==> src/rtl/bcd_pkg.sv <==
package bcd_pkg;
  localparam int MODE_W = 5;
  localparam int DIV_W  = 2;

  localparam logic [MODE_W-1:0] CODE_PASS = 5'b00000;
  localparam logic [MODE_W-1:0] CODE_INV  = 5'b10000;
  localparam logic [MODE_W-1:0] CODE_DIV2 = 5'b10001;
  localparam logic [MODE_W-1:0] CODE_DIV4 = 5'b10010;

  typedef enum logic [1:0] {
    WAVE_PASS = 2'd0,
    WAVE_INV  = 2'd1,
    WAVE_DIV2 = 2'd2,
    WAVE_DIV4 = 2'd3
  } wave_sel_e;

  // Unlisted codes fall back to zero skew.
  function automatic wave_sel_e decode_mode(input logic [MODE_W-1:0] code);
    wave_sel_e sel;
    case (code)
      CODE_INV:  sel = WAVE_INV;
      CODE_DIV2: sel = WAVE_DIV2;
      CODE_DIV4: sel = WAVE_DIV4;
      default:   sel = WAVE_PASS;
    endcase
    return sel;
  endfunction
endpackage

==> src/rtl/bcd_phase_gen.sv <==
module bcd_phase_gen
  import bcd_pkg::*;
(
  input  logic             clk_ref,
  input  logic             rst_n,
  input  logic             hold,
  output logic             ref_ph,
  output logic [DIV_W-1:0] div_cnt
);
  always_ff @(posedge clk_ref) begin
    if (!rst_n) begin
      ref_ph  <= 1'b0;
      div_cnt <= '0;
    end else begin
      ref_ph <= ~ref_ph;
      if (hold) begin
        div_cnt <= '0;
      end else if (ref_ph) begin
        div_cnt <= div_cnt + 1'b1;
      end
    end
  end
endmodule

==> src/rtl/bcd_bank_driver.sv <==
module bcd_bank_driver
  import bcd_pkg::*;
(
  input  logic              clk_ref,
  input  logic              rst_n,
  input  logic [MODE_W-1:0] mode,
  input  logic              dis,
  input  logic              gate_mode,
  input  logic              stop_level,
  input  logic              ref_ph,
  input  logic [DIV_W-1:0]  div_cnt,
  output logic              q_true,
  output logic              q_comp,
  output logic              q_oe
);
  wave_sel_e sel;
  logic      wave;

  always_comb begin
    sel = decode_mode(mode);
    case (sel)
      WAVE_INV:  wave = ~ref_ph;
      WAVE_DIV2: wave = div_cnt[0];
      WAVE_DIV4: wave = div_cnt[DIV_W-1];
      default:   wave = ref_ph;
    endcase
  end

  always_ff @(posedge clk_ref) begin
    if (!rst_n) begin
      q_oe   <= 1'b0;
      q_true <= 1'b0;
      q_comp <= 1'b0;
    end else if (dis) begin
      if (gate_mode) begin
        q_oe   <= 1'b1;
        q_true <= ~stop_level;
        q_comp <= stop_level;
      end else begin
        q_oe   <= 1'b0;
        q_true <= 1'b0;
        q_comp <= 1'b0;
      end
    end else begin
      q_oe   <= 1'b1;
      q_true <= wave;
      q_comp <= ~wave;
    end
  end
endmodule

==> src/rtl/bank_clock_divider.sv <==
module bank_clock_divider
  import bcd_pkg::*;
#(
  parameter int NUM_OUT = 5
) (
  input  logic                             clk_ref,
  input  logic                             rst_n,
  input  logic [(NUM_OUT+1)*MODE_W-1:0]    bank_mode,
  input  logic [NUM_OUT-1:0]               bank_dis,
  input  logic                             gate_mode,
  input  logic                             stop_level,
  input  logic                             pwr_dn_n,
  output logic [NUM_OUT:0]                 q_true,
  output logic [NUM_OUT:0]                 q_comp,
  output logic [NUM_OUT:0]                 q_oe
);
  localparam int NB = NUM_OUT + 1;

  logic             ref_ph;
  logic [DIV_W-1:0] div_cnt;
  logic             all_off;
  logic [NB-1:0]    eff_dis;

  assign all_off = &bank_dis;

  bcd_phase_gen u_phase (
    .clk_ref (clk_ref),
    .rst_n   (rst_n),
    .hold    (all_off),
    .ref_ph  (ref_ph),
    .div_cnt (div_cnt)
  );

  genvar b;
  generate
    for (b = 0; b < NB; b++) begin : g_bank
      if (b < NUM_OUT) begin : g_out
        assign eff_dis[b] = bank_dis[b] | ~pwr_dn_n;
      end else begin : g_fb
        assign eff_dis[b] = ~pwr_dn_n;
      end

      bcd_bank_driver u_drv (
        .clk_ref    (clk_ref),
        .rst_n      (rst_n),
        .mode       (bank_mode[b*MODE_W +: MODE_W]),
        .dis        (eff_dis[b]),
        .gate_mode  (gate_mode),
        .stop_level (stop_level),
        .ref_ph     (ref_ph),
        .div_cnt    (div_cnt),
        .q_true     (q_true[b]),
        .q_comp     (q_comp[b]),
        .q_oe       (q_oe[b])
      );
    end
  endgenerate
endmodule

==> config.mk <==
export PLATFORM = sky130hd
export DESIGN_NAME = bank_clock_divider
export DESIGN_NICKNAME = d
export VERILOG_FILES = /design/src/rtl/bcd_pkg.sv /design/src/rtl/bcd_phase_gen.sv /design/src/rtl/bcd_bank_driver.sv /design/src/rtl/bank_clock_divider.sv
export SDC_FILE = /design/constraint.sdc
export NUM_CORES = 1
export LEC_CHECK = 0
export CAP_MARGIN = 20
export CORE_ASPECT_RATIO = 0.75
export CORE_MARGIN = 5
export CORE_UTILIZATION = 40
export CTS_CLUSTER_DIAMETER = 150
export DETAILED_ROUTE_END_ITERATION = 10
export PLACE_DENSITY_LB_ADDON = 0.2
export SLEW_MARGIN = 5
export SYNTH_ARGS = -nofsm -noshare
export SYNTH_HDL_FRONTEND = slang
export SYNTH_HIERARCHICAL = 1
export SYNTH_SLANG_ARGS = --single-unit
==> constraint.sdc <==
create_clock -name clk_ref -period 2 [get_ports clk_ref]
set_input_delay 0.4 -clock clk_ref [delete_from_list [all_inputs] [get_ports clk_ref]]
set_output_delay 0.4 -clock clk_ref [all_outputs]
set_load 0.05 [all_outputs]
==> results by group <==
Cells and area
  • Final nets: 226
  • Commonest non-fill, non-tap cell in the layout: clkdlybuf4s50_1
  • Commonest cells after routing, fill and taps aside: clkdlybuf4s50_1 (57), dfxtp_1 (21), nand2_1 (19)
  • FILL cells: 255
  • Storage cell area: 420 um^2
  • Area occupied by multi-input gates: 734 um^2
  • Layout cell share with drive strength beyond 1: 17.3%
  • Ant. Diodes: 0
  • Area Growth Syn to Fin: 58.2%

STA
  • Min cycle time layout: 1.78 ns
  • Tcrit/Tclk final: 89.2%
  • Slew Viols, Final: 0
  • Setup violators final: 0
  • RSZ-0062 raised after global routing: false
  • Worst-margin pin slew: 0.545 ns
  • Final critical-path setup slack: 0.216 ns
  • Final Hold Vio Count: 0
  • Slew HR: 63.6%
  • Clk_skew: 0.00213 ns
  • Fmax: 560 MHz
  • Setup tns final: 0 ns

Detailed routing
  • Vias per std cell: 4.84
  • Initial DRC count: 52
  • Final ANT Viol Nets: 0
  • Routed len/inst: 13.2 um
  • Drt first pass iters: 4
  • Vias: 1080
  • Total wire length: 2940 um
  • DRC violations left: 0

Global routing
  • First-pass GRT wire length: 4800 um
  • Largest net degree at the start of global routing: 15
  • GRT Overall Usage: 14.5%
  • Antenna violations before repair: 0
  • Grt ovf: 0
  • Vias in the first global route: 1127

Power and ir drop
  • Peak supply drop: 0.000477 V
  • P_leak: 0.000761 uW
  • Power Density: 581 nW/um^2

Setup path
  • WS Path Type: reg -> out
  • Req. time, crit path: 1.60 ns
  • Crit-path max FO: 1
  • Worst-path cell with the longest stage delay: clkdlybuf4s50_1
  • CP startpoint kind: flop
  • Critical Path AT: 1.38 ns
  • Crit. End Element: output port
  • Worst path cell trace: clkdlybuf4s50_1
  • Largest delay contributor family on the critical path: buffers and inverters
  • Buffers & Inverters on Critical Path: 1
  • CP max stage delay: 0.81 ns

Clock tree
  • CTS tree: yes
  • Clock transition at the registers of the reported paths: 0.07 ns
  • Hold buffer count at cts: 0
  • Clock net sink count: 21
  • CTS buffer count: 3
  • H-tree depth: 1
  • Cts repair resizes: 0
  • Post CTS Setup Buffer Count: 0
  • Clock Latency Late Sink: 0.25 ns
  • Clock buffer depth: 2
  • Root buffer cell: clkbuf_8

Placement
  • Final GP Congestion: 0.740
  • Hpwl dp: 2400 um
  • I/O Buffers: 57
  • Post-place setup slack: 0.209 ns

Synthesis
  • Top cells by area, synth: dfxtp_1 (36%), a221oi_2 (7.6%), nor2b_4 (7.0%), nor3b_2 (6.4%), o31ai_2 (6.4%)
  • Cell variety after synth: 19
  • Post-synthesis sequential area ratio: 35.6%
  • Syn_area_per_cell: 9.76 um^2
  • Mapped cell area: 1180 um^2
  • Syn nets: 161
  • Seq cells post-synth: 21
  • Mapped Cells: 121
  • Post-synth top area cell: dfxtp_1
  • Top-area cell type share of the netlist area: 35.6%
  • Yosys warns: 6

Run status
  • Status: completed

Hold path
  • Worst hold path class: reg -> reg

Die
  • Die height: 57.1 um
  • Starting Density: 40.8%
  • Die area: 4150 um^2
  • Total core area: 2890 um^2
  • Die extent in x: 72.7 um
  • Num rows: 17
  • Ports: 58

Run
  • Max_cap viols: 0
==> stage by stage <==
stage / utilization [%] / hold slack [ns] / instance area, um^2 / power [uW] / instances
finish: 64.6 / 0.675 / 1870 / 1080 / 223
global route: 64.6 / 0.709 / 1870 / 1150 / 223
CTS: 64.6 / 0.673 / 1870 / 1100 / 223
detailed placement: 63.0 / 0.654 / 1820 / 828 / 219
global placement: 63.0 / 0.642 / 1820 / 822 / 219
floorplan: - / 0.517 / 1180 / 663 / 121
==> power breakdown <==
part	leakage [uW]	internal [uW]	switching, uW	total [uW]
clock network	0.0000255	138	128	267
logic	0.000561	173	177	350
registers	0.000174	446	21.1	468
total	0.000761	758	327	1080
==> cells in the mapped netlist <==
library cell,count
xnor2_1,1
nand3_1,1
nor3b_2,6
a221oi_2,6
nand2b_1,5
o21a_1,6
a21bo_1,1
nand3b_1,7
nand2_1,19
nor2_1,8
nor2b_4,6
nor2b_1,7
and3b_1,6
inv_1,7
a21boi_0,6
dfxtp_1,21
or2b_1,1
o31ai_2,6
a21oi_2,1
==> final cells by class <==
type,instances,area share [%]
tap,38,2.55
clock inverter,1,0.268
timing repair buffer,60,31.7
multi-input combinational,93,39.3
inverter,7,1.41
clock buffer,3,2.21
sequential,21,22.5
==> logic make-up after synthesis <==
group	Yosys count	share of synthesized area (%)
AO/OA/AOI/OAI	26	23.2
XOR/XNOR	1	0.742
buffers and inverters	7	2.22
flip-flops	21	35.6
AND/OR/NAND/NOR	66	38.2
==> registers in the layout (all words and copies together) (netlist names) <==
register / count
g_bank.u_drv/q_oe: 6
u_phase/ref_ph: 1
g_bank.u_drv/q_comp: 6
g_bank.u_drv/q_true: 6
u_phase/div_cnt: 2
==> worst paths after layout <==
check,from,endpoint,slack (ns),cells after the start
worst max-delay path,g_bank[0].u_drv/q_comp,q_comp[0],0.22,1
worst min-delay path,u_phase/div_cnt[0],u_phase/div_cnt[1],0.68,2
worst max register to register,u_phase/ref_ph,g_bank[3].u_drv/q_true,0.40,4
worst min register to register,u_phase/div_cnt[0],u_phase/div_cnt[1],0.68,2
==> metal layers <==
layer	share of wire (%)	GRT usage, %	wire length [um]	up-vias
met2	51	26.5	1510	29
met1	41	16.7	1210	496
li1	-	-	-	551
met3	6.9	4.75	202	4
met4	0.48	2.11	14	0
met5	0	0	0	-
==> worst register-to-register path, delay by kind of cell, from the launching register on <==
kind	cells	cell delay (ns)
AOI/OAI and AO/OA	2	0.38
DFF	1	0.67
and+or+nand+nor	2	0.45
Power figures use the tool's default switching activity.
